==> src/rtl/watch_pkg.sv <==
package watch_pkg;
  localparam int unsigned SLOT_LO     = 0;
  localparam int unsigned SLOT_HI     = 1;
  localparam int unsigned SLOT_CTRL   = 2;
  localparam int unsigned SLOT_WATCH0 = 4;

  typedef enum logic {
    RESP_TRAP   = 1'b0,
    RESP_POISON = 1'b1
  } resp_mode_e;
endpackage

==> src/rtl/range_cmp.sv <==
module range_cmp #(
  parameter int unsigned AW = 32
) (
  input  logic          en_i,
  input  logic [AW-1:0] lo_i,
  input  logic [AW-1:0] hi_i,
  input  logic [AW-1:0] addr_i,
  output logic          hit_o
);
  logic ge_lo, le_hi;

  assign ge_lo = (addr_i >= lo_i);
  assign le_hi = (addr_i <= hi_i);
  // an inverted window cannot satisfy both compares
  assign hit_o = en_i & ge_lo & le_hi;
endmodule

==> src/rtl/watch_bank.sv <==
module watch_bank #(
  parameter int unsigned AW = 32,
  parameter int unsigned N  = 4
) (
  input  logic [N-1:0][AW-1:0] addr_tbl_i,
  input  logic [N-1:0]         en_i,
  input  logic [AW-1:0]        addr_i,
  output logic [N-1:0]         hit_o
);
  for (genvar k = 0; k < N; k++) begin : g_cmp
    assign hit_o[k] = en_i[k] & (addr_tbl_i[k] == addr_i);
  end
endmodule

==> src/rtl/viol_resp.sv <==
module viol_resp #(
  parameter int unsigned AW    = 32,
  parameter int unsigned NSRC  = 5,
  parameter int unsigned VEC_W = 3
) (
  input  logic             clk_i,
  input  logic             rst_ni,
  input  logic             st_valid_i,
  input  logic [AW-1:0]    st_addr_i,
  input  logic [NSRC-1:0]  hit_i,
  input  logic             poison_i,
  input  logic             exc_ack_i,
  input  logic             poison_clr_i,
  output logic             st_block_o,
  output logic             exc_req_o,
  output logic [VEC_W-1:0] exc_vec_o,
  output logic [NSRC-1:0]  dirty_o,
  output logic             stat_valid_o,
  output logic [NSRC-1:0]  stat_src_o,
  output logic [AW-1:0]    stat_addr_o
);
  logic             any_hit;
  logic [VEC_W-1:0] enc;
  logic             req_q;
  logic [VEC_W-1:0] vec_q;
  logic [NSRC-1:0]  dirty_q, src_q;
  logic             sv_q;
  logic [AW-1:0]    addr_q;

  assign any_hit = st_valid_i & (|hit_i);

  // lowest source index wins
  always_comb begin
    enc = '0;
    for (int i = NSRC - 1; i >= 0; i--) begin
      if (hit_i[i]) enc = VEC_W'(i);
    end
  end

  // combinational so the store is stopped before it commits
  assign st_block_o = st_valid_i & poison_i & ((|hit_i) | (|dirty_q));

  always_ff @(posedge clk_i or negedge rst_ni) begin
    if (!rst_ni) begin
      req_q <= 1'b0;
      vec_q <= '0;
    end else begin
      if (exc_ack_i) req_q <= 1'b0;
      if (any_hit && !poison_i && (!req_q || exc_ack_i)) begin
        req_q <= 1'b1;
        vec_q <= enc;
      end
    end
  end

  always_ff @(posedge clk_i or negedge rst_ni) begin
    if (!rst_ni) begin
      dirty_q <= '0;
      sv_q    <= 1'b0;
      src_q   <= '0;
      addr_q  <= '0;
    end else begin
      dirty_q <= (poison_clr_i ? '0 : dirty_q) |
                 ((any_hit && poison_i) ? hit_i : '0);
      sv_q    <= (poison_clr_i ? 1'b0 : sv_q) | any_hit;
      if (any_hit) begin
        src_q  <= hit_i;
        addr_q <= st_addr_i;
      end
    end
  end

  assign exc_req_o    = req_q;
  assign exc_vec_o    = vec_q;
  assign dirty_o      = dirty_q;
  assign stat_valid_o = sv_q;
  assign stat_src_o   = src_q;
  assign stat_addr_o  = addr_q;

  assert_block_needs_store_R8: assert property (@(posedge clk_i) disable iff (!rst_ni)
    st_block_o |-> st_valid_i);
  assert_req_held_R5: assert property (@(posedge clk_i) disable iff (!rst_ni)
    exc_req_o && !exc_ack_i |=> exc_req_o);
  assert_vec_stable_R6: assert property (@(posedge clk_i) disable iff (!rst_ni)
    exc_req_o && !exc_ack_i |=> $stable(exc_vec_o));
  assert_dirty_sticky_R7: assert property (@(posedge clk_i) disable iff (!rst_ni)
    !poison_clr_i |=> ((dirty_o & $past(dirty_o)) == $past(dirty_o)));
  assert_trap_keeps_dirty_R7: assert property (@(posedge clk_i) disable iff (!rst_ni)
    !poison_i && !poison_clr_i |=> $stable(dirty_o));
  assert_poison_no_trap_R7: assert property (@(posedge clk_i) disable iff (!rst_ni)
    poison_i && !exc_req_o |=> !exc_req_o);
  assert_idle_no_status_R11: assert property (@(posedge clk_i) disable iff (!rst_ni)
    !st_valid_i |=> $stable(stat_addr_o) && $stable(stat_src_o));
endmodule

==> src/rtl/store_watch.sv <==
module store_watch
  import watch_pkg::*;
#(
  parameter int unsigned AW        = 32,
  parameter int unsigned NUM_WATCH = 4,
  localparam int unsigned NSRC     = NUM_WATCH + 1,
  localparam int unsigned VEC_W    = $clog2(NSRC),
  localparam int unsigned CFG_IW   = $clog2(SLOT_WATCH0 + NUM_WATCH),
  localparam int unsigned CTRL_W   = NUM_WATCH + 2
) (
  input  logic              clk_i,
  input  logic              rst_ni,
  input  logic              st_valid_i,
  input  logic [AW-1:0]     st_addr_i,
  input  logic              cfg_we_i,
  input  logic [CFG_IW-1:0] cfg_idx_i,
  input  logic [AW-1:0]     cfg_data_i,
  input  logic              exc_ack_i,
  input  logic              poison_clr_i,
  output logic              st_block_o,
  output logic              exc_req_o,
  output logic [VEC_W-1:0]  exc_vec_o,
  output logic [NSRC-1:0]   dirty_o,
  output logic              stat_valid_o,
  output logic [NSRC-1:0]   stat_src_o,
  output logic [AW-1:0]     stat_addr_o
);
  logic [AW-1:0]                lo_q, hi_q;
  logic [CTRL_W-1:0]            ctrl_q;
  logic [NUM_WATCH-1:0][AW-1:0] watch_q;
  logic                         rng_hit;
  logic [NUM_WATCH-1:0]         w_hit;
  resp_mode_e                   mode;

  always_ff @(posedge clk_i or negedge rst_ni) begin
    if (!rst_ni) begin
      lo_q    <= '0;
      hi_q    <= '0;
      ctrl_q  <= '0;
      watch_q <= '0;
    end else if (cfg_we_i) begin
      if (cfg_idx_i == CFG_IW'(SLOT_LO))   lo_q   <= cfg_data_i;
      if (cfg_idx_i == CFG_IW'(SLOT_HI))   hi_q   <= cfg_data_i;
      if (cfg_idx_i == CFG_IW'(SLOT_CTRL)) ctrl_q <= cfg_data_i[CTRL_W-1:0];
      for (int k = 0; k < NUM_WATCH; k++) begin
        if (cfg_idx_i == CFG_IW'(SLOT_WATCH0 + k)) watch_q[k] <= cfg_data_i;
      end
    end
  end

  assign mode = resp_mode_e'(ctrl_q[CTRL_W-1]);

  range_cmp #(.AW(AW)) u_range (
    .en_i   (ctrl_q[0]),
    .lo_i   (lo_q),
    .hi_i   (hi_q),
    .addr_i (st_addr_i),
    .hit_o  (rng_hit)
  );

  watch_bank #(.AW(AW), .N(NUM_WATCH)) u_watch (
    .addr_tbl_i (watch_q),
    .en_i       (ctrl_q[NUM_WATCH:1]),
    .addr_i     (st_addr_i),
    .hit_o      (w_hit)
  );

  viol_resp #(.AW(AW), .NSRC(NSRC), .VEC_W(VEC_W)) u_resp (
    .clk_i        (clk_i),
    .rst_ni       (rst_ni),
    .st_valid_i   (st_valid_i),
    .st_addr_i    (st_addr_i),
    .hit_i        ({w_hit, rng_hit}),
    .poison_i     (mode == RESP_POISON),
    .exc_ack_i    (exc_ack_i),
    .poison_clr_i (poison_clr_i),
    .st_block_o   (st_block_o),
    .exc_req_o    (exc_req_o),
    .exc_vec_o    (exc_vec_o),
    .dirty_o      (dirty_o),
    .stat_valid_o (stat_valid_o),
    .stat_src_o   (stat_src_o),
    .stat_addr_o  (stat_addr_o)
  );

  assert_trap_never_blocks_R9: assert property (@(posedge clk_i) disable iff (!rst_ni)
    (mode == RESP_TRAP) |-> !st_block_o);
  assert_empty_window_R3: assert property (@(posedge clk_i) disable iff (!rst_ni)
    (lo_q > hi_q) && st_valid_i && (w_hit == '0) |=> $stable(stat_addr_o) || !$past(rng_hit));
endmodule

==> config.mk <==
export PLATFORM = sky130hd
export DESIGN_NAME = store_watch
export DESIGN_NICKNAME = d
export VERILOG_FILES = /design/src/rtl/watch_pkg.sv /design/src/rtl/range_cmp.sv /design/src/rtl/watch_bank.sv /design/src/rtl/viol_resp.sv /design/src/rtl/store_watch.sv
export SDC_FILE = /design/constraint.sdc
export NUM_CORES = 1
export LEC_CHECK = 0
export ABC_AREA = 0
export BUFFER_PORTS_ARGS = -buffer_cell sky130_fd_sc_hd__buf_2
export CORE_AREA = 2 2 181 183
export DETAILED_ROUTE_END_ITERATION = 8
export DIE_AREA = 0 0 183 185
export PLACE_DENSITY = 0.6
export SLEW_MARGIN = 5
export SYNTH_ARGS = -nofsm -noshare
export SYNTH_HDL_FRONTEND = slang
export SYNTH_SLANG_ARGS = --single-unit
==> constraint.sdc <==
create_clock -name clk_i -period 4.25 [get_ports clk_i]
set_input_delay 0.6375 -clock clk_i [delete_from_list [all_inputs] [get_ports clk_i]]
set_output_delay 0.6375 -clock clk_i [all_outputs]
set_load 0.01 [all_outputs]
## Word-level counts from Yosys, hierarchy flattened

Index checks and enable logic that the tools add are counted.

- Memory bits (writable): 0
- Input bits: 73
- Bits in latches: 0
- Word-level logic and storage cells: 64
- Bits in registers: 245
- Memories: 0
- Memory bits (read-only): 0

- Reductions and logical operators: 17
- Shift operators: 0
- Eq/ne operators: 10
- Mux-type cells: 10
- $mul: 0
- Divide/modulo/power cells: 0
- $lt $le $gt $ge: 2
- Bitwise gates (word level): 12
- $add $sub $neg: 0

Operators with widths:

| operator | number |
|---|---|
| equality test 32 bit | 4 |
| greater-or-equal comparator 32 bit | 1 |
| <= comparator 32 bit | 1 |
| 2-to-1 mux 3 bit | 5 |
| AND reduction 2 bit | 7 |
| equality test 3 bit, second input constant | 4 |
| 2-to-1 mux 5 bit | 2 |
| OR reduction 5 bit | 2 |
| AND 1 bit | 9 |
| OR 5 bit | 1 |
| equality test 3 x 1 -> 1 bit, second input constant | 1 |
| equality test 3 x 2 -> 1 bit, second input constant | 1 |
| logical AND 1 bit | 3 |
| zero test 3 bit | 1 |
| 2-to-1 mux 1 bit | 3 |
| zero test 1 bit | 2 |
| OR 1 bit | 2 |
| nonzero test 2 bit | 1 |
| logical OR 1 bit | 1 |

## Longest topological paths before layout

Gate-level depths: netlist (run 1).

- Depth after elaboration: 8
- Depth in mapped cells: 12

## Cells and area by module

A second synthesis (run 1) with hierarchy kept.

- Cells, all modules: 948
- Area, all modules: 12290.5 µm²

Modules (own cells, without submodules):

| module | area an instance (µm²) | instances | cells an instance | seq. area each (µm²) |
|---|---|---|---|---|
| store_watch | 7394.6 | 1 | 425 | 4954.8 |
| viol_resp | 1870.5 | 1 | 124 | 1176.1 |
| range_cmp | 1604.0 | 1 | 223 | 0.0 |
| watch_bank | 1421.4 | 1 | 176 | 0.0 |

## Worst setup path after synthesis (run 1)

No wires, ideal clock.

- Path type: in2out
- From: input st_addr_i[15]
- To: output st_block_o
- Path slack: 1026 ps
- Data arrival time: 2586 ps
- Stages: 9
- Cell sequence: clkbuf_1 -> xnor2_1 -> nand2_1 -> nor4_1 -> nand4_1 -> or4_1 -> clkbuf_1 -> and3_1 -> a31oi_1

- Longest elaborated chain between the ends: 6
- Elaborated cells between the ends (all ways): 15
- Classes of those cells: order compare: 2; eq/ne: 4; bitwise: 8; reduce/logical: 1

Ends and longest elaborated chain:

| what | line | RTL |
|---|---|---|
| start, declared | store_watch.sv:14 | `input logic [AW-1:0] st_addr_i,` |
| greater-or-equal comparator 32 bit | range_cmp.sv:12 | `assign ge_lo = (addr_i >= lo_i);` |
| AND 1 bit (2 in series) | range_cmp.sv:15 | `assign hit_o = en_i & ge_lo & le_hi;` |
| OR reduction 5 bit (*) | viol_resp.sv:41 | `assign st_block_o = st_valid_i & poison_i & ((\|hit_i) \| (\|dirty_q));` |
| OR 1 bit (*) | viol_resp.sv:41 |  |
| AND 1 bit (*) | viol_resp.sv:41 |  |
| end, declared | store_watch.sv:20 | `output logic st_block_o,` |

Mark *: on every way between the ends. The rest lies on a longest branch, timed or not.

## Worst setup path in the final report (run 1)

- From: register hi_q[15]
- To: output st_block_o

- Longest elaborated chain between the ends: 5

Ends and longest elaborated chain:

| what | line | RTL |
|---|---|---|
| start, declared | store_watch.sv:28 | `logic [AW-1:0] lo_q, hi_q;` |
| start signal, assigned | store_watch.sv:43 | `if (cfg_idx_i == CFG_IW'(SLOT_HI)) hi_q <= cfg_data_i;` |
| <= comparator 32 bit | range_cmp.sv:13 | `assign le_hi = (addr_i <= hi_i);` |
| AND 1 bit | range_cmp.sv:15 |  |
| OR reduction 5 bit | viol_resp.sv:41 |  |
| OR 1 bit | viol_resp.sv:41 |  |
| AND 1 bit | viol_resp.sv:41 |  |

Every way passes these cells.

==> impl_table.tex, run 1 <==
\begin{tabular}{lr}
\hline
Metric & Value \\
\hline
\multicolumn{2}{l}{\textbf{Drt}} \\
\quad Number of detailed-routing iterations run before antenna repair & 5 \\
\quad Routed via count & 8634 \\
\quad Initial DRC Count & 563 \\
\quad WL/cell & 21.78 um \\
\quad DR DRC count & 0 \\
\quad Via-per-instance ratio & 5.258 \\
\quad Final WL & 35.76 mm \\
\quad Antenna Nets Post-Route & 0 \\
\multicolumn{2}{l}{\textbf{Clock tree}} \\
\quad Buffer levels on the longest clock path & 3 \\
\quad Post-CTS repair timing setup buffer count & 0 \\
\quad H-tree lvl count & 1 \\
\quad Buffer cell driving the clock tree root & sky130\_fd\_sc\_hd\_\_clkbuf\_16 \\
\quad Clock tree from TritonCTS & done \\
\quad Number of sinks driven by the clock tree & roughly 250 \\
\quad Insertion delay to the later sink of the worst-skew pair & about 0.55 ns \\
\quad Count of hold-fix buffers inserted at cts & 0 \\
\quad Clock-pin transition on the worst setup and hold timing paths & about 0.060 ns \\
\quad TritonCTS buffer count & 27 \\
\quad Quantity of gates resized following cts & 0 \\
\multicolumn{2}{l}{\textbf{Logic synthesis}} \\
\quad Count of synthesis-stage warnings from yosys & 0 \\
\quad Number of nets produced by synthesis & 1247 \\
\quad Top area cells in the synthesized netlist & sky130\_fd\_sc\_hd\_\_dfrtp\_1 (49\%), sky130\_fd\_sc\_hd\_\_mux2\_2 (12\%), sky130\_fd\_sc\_hd\_\_ha\_1 (6.4\%), sky130\_fd\_sc\_hd\_\_xor2\_1 (6.0\%), sky130\_fd\_sc\_hd\_\_mux2\_4 (3.3\%) \\
\quad Yosys cell types & 52 \\
\quad Commonest register cell after synthesis & sky130\_fd\_sc\_hd\_\_dfrtp\_1 \\
\quad Total standard cell area after synthesis & 0.01261 mm2 \\
\quad Cell type with the largest total area after synthesis & sky130\_fd\_sc\_hd\_\_dfrtp\_1 \\
\quad Mapped Avg Cell Area & 11.36 um2 \\
\quad Async set-reset flop share out of synthesis & 1.000 \\
\quad Cell count after synthesis & 1110 \\
\quad Number of synthesized register bits & 245 \\
\quad Number of enable flip-flop cells after synthesis & 0 \\
\quad Share of the synthesized area in the top cell type & 0.4863 \\
\quad Share of the yosys chip area belonging to registers & 0.4863 \\
\multicolumn{2}{l}{\textbf{Place}} \\
\quad Count of buffers inserted at the top-level ports & 120 \\
\quad Number of placed cells counting well taps & 1593 \\
\quad HPWL after DPL & between 20 and 30 mm \\
\quad Placer Congestion & approximately 0.91 \\
\quad Post-placement setup slack & 0.3127 ns \\
\multicolumn{2}{l}{\textbf{GRT}} \\
\quad Overall global routing resource usage & 0.2148 \\
\quad Pin count of the biggest net entering global routing & 110 \\
\quad Overflow after GRT & 0 \\
\quad Number of antenna violations at the first check in global routing & 0 \\
\quad Via count of the first global-routing pass & 8657 \\
\quad Wire length of the first global-routing pass & 54.22 mm \\
\multicolumn{2}{l}{\textbf{Cells and area}} \\
\quad Share of final-layout standard cells stronger than drive strength 1 & 0.2885 \\
\quad Most common cell after layout, fill and taps aside & sky130\_fd\_sc\_hd\_\_dfrtp\_1 \\
\quad Non-filler cells, final & 1642 \\
\quad Nets & 1351 \\
\quad Layout-stage area growth over the synthesis result & 15.65\% \\
\quad Fraction of the core area covered by cells at the end of the flow & 0.4551 \\
\quad Antenna diode count & 0 \\
\quad Commonest cells after routing, fill and taps aside & sky130\_fd\_sc\_hd\_\_dfrtp\_1 (245), sky130\_fd\_sc\_hd\_\_mux2\_2 (138), sky130\_fd\_sc\_hd\_\_buf\_2 (119) \\
\multicolumn{2}{l}{\textbf{Critical path}} \\
\quad Category of the worst setup path capture point & primary output \\
\quad Data required, critical path & 3.61 ns \\
\quad Element type at the critical path start & register \\
\quad Largest fanout of any net on the critical path & 5 \\
\quad Classification of the worst setup path & reg2out \\
\quad Signal arrival time at the worst endpoint & between 3 and 4 ns \\
\quad R2R depth & 12 \\
\multicolumn{2}{l}{\textbf{Die}} \\
\quad Area of the die & 0.03386 mm2 \\
\quad Vert. Die Dim & 185 um \\
\quad Ports & 121 \\
\quad Core Rows & 66 \\
\quad Die Wd & 183 um \\
\quad Initial core utilization & 0.3935 \\
\quad Core outline area & 0.03204 mm2 \\
\multicolumn{2}{l}{\textbf{Status}} \\
\quad Outcome & completed \\
\multicolumn{2}{l}{\textbf{Flow run}} \\
\quad Number of violations of the max-capacitance limit & 0 \\
\multicolumn{2}{l}{\textbf{STA}} \\
\quad Unrepaired setup endpoints after global routing & false \\
\quad Worst setup skew after layout & 0.02615 ns \\
\quad Final setup margin & 0.1744 ns \\
\quad Count of final hold-check violations & 0 \\
\quad Pin slew with the least headroom to its limit & $\sim$1.1 ns \\
\quad Final-report max-slew violation count & 0 \\
\quad Post-Route Hold Slack & 0.1732 ns \\
\quad Setup violations, final & 0 \\
\quad Fin crit share & 0.9590 \\
\quad Min cycle time layout & 4.076 ns \\
\quad Total negative setup slack & 0 ns \\
\quad Maximum clock rate & 245.4 MHz \\
\quad Slew HR & 0.2857 \\
\multicolumn{2}{l}{\textbf{Power and ir drop}} \\
\quad Worst voltage drop across the vdd grid & 0.3129 mV \\
\quad Static leakage power & 6.695 nW \\
\quad Areal power density over the cells & approximately 530 mW/mm2 \\
\multicolumn{2}{l}{\textbf{Hold path}} \\
\quad Hold Crit Class & in2async \\
\hline
\end{tabular}
-- cell families after synthesis --
logic type               after synthesis  synth area share
XOR/XNOR                             129           0.08962
adder cells (fa/ha/maj)               64           0.06352
AO/OA/AOI/OAI                        131           0.06064
AND/OR/NAND/NOR                      229           0.09369
buffers and inverters                139           0.04357
multiplexers                         173            0.1627
flip-flops                           245            0.4863
-- synth_stat cells, drive strengths merged, types with 11 or more instances --
master / count
dfrtp: 245
mux2: 171
nand2: 94
xor2: 87
o21ai: 80
inv: 76
ha: 64
clkbuf: 56
xnor2: 42
nor4: 41
nand4: 28
a21oi: 22
nor2: 16
nor3: 11
-- metrics by stage --
| step | total power, mW | cell area, um2 |
|---|---|---|
| after floorplan | 4.547 | 12610 |
| after global placement | 5.315 | 13650 |
| after detailed placement | 5.367 | 13650 |
| after CTS | 7.837 | 14580 |
| after global routing | 8.206 | 14580 |
| final | 7.781 | 14580 |
-- power by group --
| part | internal, mW | switching (mW) |
|---|---|---|
| logic | 0.962 | 1.13 |
| clock network | 1.48 | 0.960 |
| registers | 2.91 | 0.328 |
-- state kept, by name, summed over array words and instances (netlist names) --
register	flops
ctrl_q	6
u_resp.stat_src_o	5
u_resp.exc_vec_o	3
u_resp.stat_addr_o	32
lo_q	32
u_resp.dirty_o	5
watch_q	128
u_resp.stat_valid_o	1
u_resp.exc_req_o	1
hi_q	32
-- per-layer routing --
| metal | up-vias | GRT usage | share of wire |
|---|---|---|---|
| met5 | - | 0 | 0 |
| met4 | 0 | 0.05376 | 0.023 |
| met3 | 52 | 0.02753 | 0.038 |
| met2 | 172 | 0.3511 | 0.46 |
| met1 | 4336 | 0.3034 | 0.48 |
| li1 | 4074 | - | - |
-- path summary, 6_finish.rpt --
path,start,end,slack [ns]
worst max-delay path,hi_q[15],st_block_o,0.17
worst min-delay path,rst_ni,hi_q[13],0.17
worst max register to register,hi_q[15],u_resp.stat_addr_o[31],0.87
worst min register to register,u_resp.stat_addr_o[2],u_resp.stat_addr_o[2],0.48
max in group asynchronous,rst_ni,hi_q[24],2.99
min in group clk_i,poison_clr_i,u_resp.dirty_o[3],0.37
-- worst max-delay path, stage by stage, from the launching register on --
cell and delay [ns]:
sky130_fd_sc_hd__dfrtp_1 0.33, sky130_fd_sc_hd__inv_1 0.05, sky130_fd_sc_hd__ha_1 0.30, sky130_fd_sc_hd__nand4_1 0.23, sky130_fd_sc_hd__nor4_1 0.42, sky130_fd_sc_hd__buf_4 0.19, sky130_fd_sc_hd__o21ai_0 0.22, sky130_fd_sc_hd__a31oi_1 0.30
sky130_fd_sc_hd__o22ai_1 0.14, sky130_fd_sc_hd__o31ai_1 0.26, sky130_fd_sc_hd__a31oi_1 0.23, sky130_fd_sc_hd__buf_2 0.21
-- layout make-up --
class | instances | area (um2)
Inverter | 76 | 285.3
Clock buffer | 39 | 800.8
Tap cell | 408 | 510.5
Multi-Input combinational cell | 726 | 5942
Clock inverter | 10 | 127.6
Sequential cell | 245 | 6131
Timing Repair Buffer | 138 | 783.3
Fill cell | 3017 | 17460
(Power assumes the default switching activity.)
==> inputs of run 2 (changes only) <==
- CORE_AREA: 2 2 181 183 -> 2 2 179 181
- DIE_AREA: 0 0 183 185 -> 0 0 181 183
- SYNTH_HIERARCHICAL: not set -> 1
==> run 2 against run 1 <==
Sequential cell count stayed put. Global-route usage is 2.2 points lower. Critical path type unchanged. Utilization is 0.64 points higher. Register-to-register slack worse by 0.12 ns. Largest cell class unchanged. Non-clock buffer count is 3 higher. Die area is 2.2% lower.
==> impl_table.tex, run 2 <==
\begin{tabular}{lr}
\hline
Metric & Value \\
\hline
\multicolumn{2}{l}{\textbf{Cells and area}} \\
\quad Area of combinational cells with multiple inputs & between 0.005 and 0.006 mm2 \\
\quad Antenna diode count & 0 \\
\quad Layout-stage area growth over the synthesis result & 17.27\% \\
\quad Filler instances & 2911 \\
\quad Reg with most FFs & watch\_q \\
\quad Most common cell after layout, fill and taps aside & sky130\_fd\_sc\_hd\_\_dfrtp\_1 \\
\quad Sequential cell area & 0.006131 mm2 \\
\quad Nets & 1230 \\
\quad Largest register FFs & 128 \\
\quad Share of final-layout standard cells stronger than drive strength 1 & 0.3330 \\
\quad Commonest cells after routing, fill and taps aside & sky130\_fd\_sc\_hd\_\_dfrtp\_1 (245), sky130\_fd\_sc\_hd\_\_mux2\_2 (164), sky130\_fd\_sc\_hd\_\_xor2\_1 (124) \\
\quad Final standard cell area without fillers & 0.01441 mm2 \\
\multicolumn{2}{l}{\textbf{Power and ir drop}} \\
\quad Part of the total power dissipated in sequential elements & 0.430 \\
\quad Areal power density over the cells & around 520 mW/mm2 \\
\quad Worst voltage drop across the vdd grid & slightly below 0.3 mV \\
\quad Total Power Consumption & about 7.5 mW \\
\quad Part of the total power dissipated in the clock network & 0.328 \\
\quad Logic pwr share & 0.242 \\
\quad Static leakage power & approximately 6.8 nW \\
\quad Switching fraction of total power & 0.2934 \\
\quad Switching Power & 2.207 mW \\
\quad Cell Int Power & 5.314 mW \\
\multicolumn{2}{l}{\textbf{Drt}} \\
\quad Final WL & 31.48 mm \\
\quad Antenna Nets Post-Route & 0 \\
\quad Routed via count & 7861 \\
\quad DR DRC count & 0 \\
\quad Initial DRC Count & 376 \\
\quad WL/cell & a little over 20 um \\
\quad Via-per-instance ratio & 5.185 \\
\quad Number of detailed-routing iterations run before antenna repair & 4 \\
\multicolumn{2}{l}{\textbf{Logic synthesis}} \\
\quad Share of the yosys chip area belonging to registers & 0.4988 \\
\quad Number of synthesized register bits & 245 \\
\quad Most frequent cell after synthesis & sky130\_fd\_sc\_hd\_\_dfrtp\_1 \\
\quad Yosys cell types & 47 \\
\quad Commonest register cell after synthesis & sky130\_fd\_sc\_hd\_\_dfrtp\_1 \\
\quad Cell count after synthesis & 948 \\
\quad Number of enable flip-flop cells after synthesis & 0 \\
\quad Most common library cells after synthesis & sky130\_fd\_sc\_hd\_\_dfrtp\_1 (245), sky130\_fd\_sc\_hd\_\_mux2\_2 (164), sky130\_fd\_sc\_hd\_\_xor2\_1 (124) \\
\quad Total standard cell area after synthesis & 0.01229 mm2 \\
\quad Count of synthesis-stage warnings from yosys & 6 \\
\quad Cell type with the largest total area after synthesis & sky130\_fd\_sc\_hd\_\_dfrtp\_1 \\
\quad Number of nets produced by synthesis & 1085 \\
\quad Async set-reset flop share out of synthesis & 1.000 \\
\quad Top area cells in the synthesized netlist & sky130\_fd\_sc\_hd\_\_dfrtp\_1 (50\%), sky130\_fd\_sc\_hd\_\_mux2\_2 (15\%), sky130\_fd\_sc\_hd\_\_xor2\_1 (8.8\%), sky130\_fd\_sc\_hd\_\_ha\_1 (6.5\%), sky130\_fd\_sc\_hd\_\_mux2\_1 (6.0\%) \\
\quad Share of the synthesized area in the top cell type & 0.4988 \\
\quad Mapped Avg Cell Area & 12.96 um2 \\
\multicolumn{2}{l}{\textbf{Critical path}} \\
\quad Worst stage delay on the critical path & 0.50 ns \\
\quad R2R depth & 11 \\
\quad Cell Chain, Critical Path & ha\_1 -> nand2b\_1 -> a2111o\_1 -> a31oi\_2 -> o211ai\_1 -> a21oi\_1 -> a311oi\_1 -> or4\_4 -> nor2\_1 -> a31oi\_1 -> buf\_2 \\
\quad Critical register-to-register path endpoint & u\_resp/stat\_addr\_o[8] \\
\quad Top cell family by delay on the critical path & compound AO/OA/AOI/OAI gates \\
\quad Startpoint of the worst-slack reg-to-reg timing path & lo\_q[0] \\
\quad Data required, critical path & 3.61 ns \\
\quad Signal arrival time at the worst endpoint & 3.45 ns \\
\quad Count of buffering cells on the critical path with inverters included & 1 \\
\quad Category of the worst setup path capture point & primary output \\
\quad Largest fanout of any net on the critical path & 4 \\
\quad Critical-path top delay cell & sky130\_fd\_sc\_hd\_\_or4\_4 \\
\quad Classification of the worst setup path & reg2out \\
\quad Worst-case register-to-register setup slack & 0.75 ns \\
\quad Element type at the critical path start & register \\
\multicolumn{2}{l}{\textbf{STA}} \\
\quad Min cycle time layout & 4.085 ns \\
\quad Unrepaired setup endpoints after global routing & false \\
\quad Maximum clock rate & 244.8 MHz \\
\quad Slew HR & 0.3560 \\
\quad Final-report max-slew violation count & 0 \\
\quad Total negative setup slack & 0 ns \\
\quad Fin crit share & 0.9611 \\
\quad Final setup margin & 0.1654 ns \\
\quad Count of final hold-check violations & 0 \\
\quad Worst setup skew after layout & 0.009684 ns \\
\quad Pin slew with the least headroom to its limit & about 0.97 ns \\
\quad Setup violations, final & 0 \\
\multicolumn{2}{l}{\textbf{Die}} \\
\quad Core outline area & around 0.031 mm2 \\
\quad Area of the die & roughly 0.033 mm2 \\
\quad Initial core utilization & 0.3935 \\
\quad Die Wd & 181 um \\
\quad Vert. Die Dim & 183 um \\
\quad Core Rows & 65 \\
\quad Ports & 121 \\
\multicolumn{2}{l}{\textbf{Clock tree}} \\
\quad Buffer levels on the longest clock path & 3 \\
\quad Clock tree from TritonCTS & done \\
\quad Number of sinks driven by the clock tree & between 200 and 250 \\
\quad TritonCTS buffer count & 28 \\
\quad Buffer cell driving the clock tree root & sky130\_fd\_sc\_hd\_\_clkbuf\_16 \\
\quad Insertion delay to the later sink of the worst-skew pair & 0.54 ns \\
\quad Clock-pin transition on the worst setup and hold timing paths & approximately 0.060 ns \\
\quad H-tree lvl count & 1 \\
\multicolumn{2}{l}{\textbf{Status}} \\
\quad Outcome & completed \\
\multicolumn{2}{l}{\textbf{Hold path}} \\
\quad Hold Crit Class & in2async \\
\multicolumn{2}{l}{\textbf{GRT}} \\
\quad Number of antenna violations at the first check in global routing & 0 \\
\quad Overflow after GRT & 0 \\
\quad Via count of the first global-routing pass & 8053 \\
\quad Overall global routing resource usage & 0.1924 \\
\quad Wire length of the first global-routing pass & 48.66 mm \\
\quad Pin count of the biggest net entering global routing & 115 \\
\multicolumn{2}{l}{\textbf{Flow run}} \\
\quad Number of violations of the max-capacitance limit & 0 \\
\multicolumn{2}{l}{\textbf{Place}} \\
\quad Count of buffers inserted at the top-level ports & 120 \\
\quad Post-placement setup slack & 0.1883 ns \\
\quad Placer Congestion & 0.8223 \\
\quad HPWL after DPL & 22.48 mm \\
\quad Post-placement cell area & roughly 0.013 mm2 \\
\hline
\end{tabular}
==> run 2: area by class of cell <==
type / count / area share
timing repair buffer: 141 / 0.05591
tap: 402 / 0.03490
inverter: 73 / 0.01901
sequential: 245 / 0.4254
clock buffer: 40 / 0.05599
clock inverter: 11 / 0.009376
multi-input combinational: 604 / 0.3994
==> run 2: layer usage <==
layer	vias up	wire, um	GRT usage
li1	3648	-	-
met3	39	1459	0.02979
met5	-	0	0
met4	0	622	0.04455
met1	3997	15170	0.2775
met2	177	14230	0.3062
==> run 2: cells by family after synthesis <==
group	synth area share
adders and majority gates	0.06515
AOI/OAI and AO/OA	0.03197
muxes	0.2205
xor gates and xnor gates	0.09121
and+or+nand+nor	0.05548
buffers and inverters	0.03685
DFF	0.4988
==> run 2: worst max-delay path by stage <==
stage,from,end,slack [ns],cells past startpoint
4_1_cts,lo_q[0],st_block_o,0.03,11
3_3_place_gp,st_addr_i[0],st_block_o,0.18,13
6_report,lo_q[0],st_block_o,0.17,11
5_1_grt,lo_q[0],st_block_o,0.07,11
3_5_place_dp,st_addr_i[0],st_block_o,0.19,13
2_1_floorplan,st_addr_i[25],u_resp/stat_addr_o[11],0.95,12
==> run 2: timing repair <==
| action | CTS | global route |
|---|---|---|
| setup endpoints to repair | 0 | 1 |
| gates resized for setup | 0 | 2 |
| hold buffers | 0 | 0 |
| endpoints found under the hold margin | 0 | 0 |
| buffers inserted | 0 | 0 |
==> run 2: metrics by stage <==
stage,util,hold WS [ns],instances
after CTS,0.4611,0.2184,1516
final,0.4615,0.1592,1516
after global placement,0.4309,0.4679,1465
after global routing,0.4615,0.2412,1516
after floorplan,-,0.3419,948
after detailed placement,0.4309,0.4747,1465
==> run 2: power by group through the flow <==
| stage | combinational [mW] | sequential (mW) | clock, mW |
|---|---|---|---|
| 5_1_grt | 2.01 | 3.31 | 2.62 |
| 2_1_floorplan | 1.08 | 3.29 | 0 |
| 6_report | 1.82 | 3.24 | 2.46 |
| 3_5_place_dp | 1.82 | 3.28 | 0 |
| 3_3_place_gp | 1.79 | 3.26 | 0 |
| 4_1_cts | 1.83 | 3.24 | 2.53 |
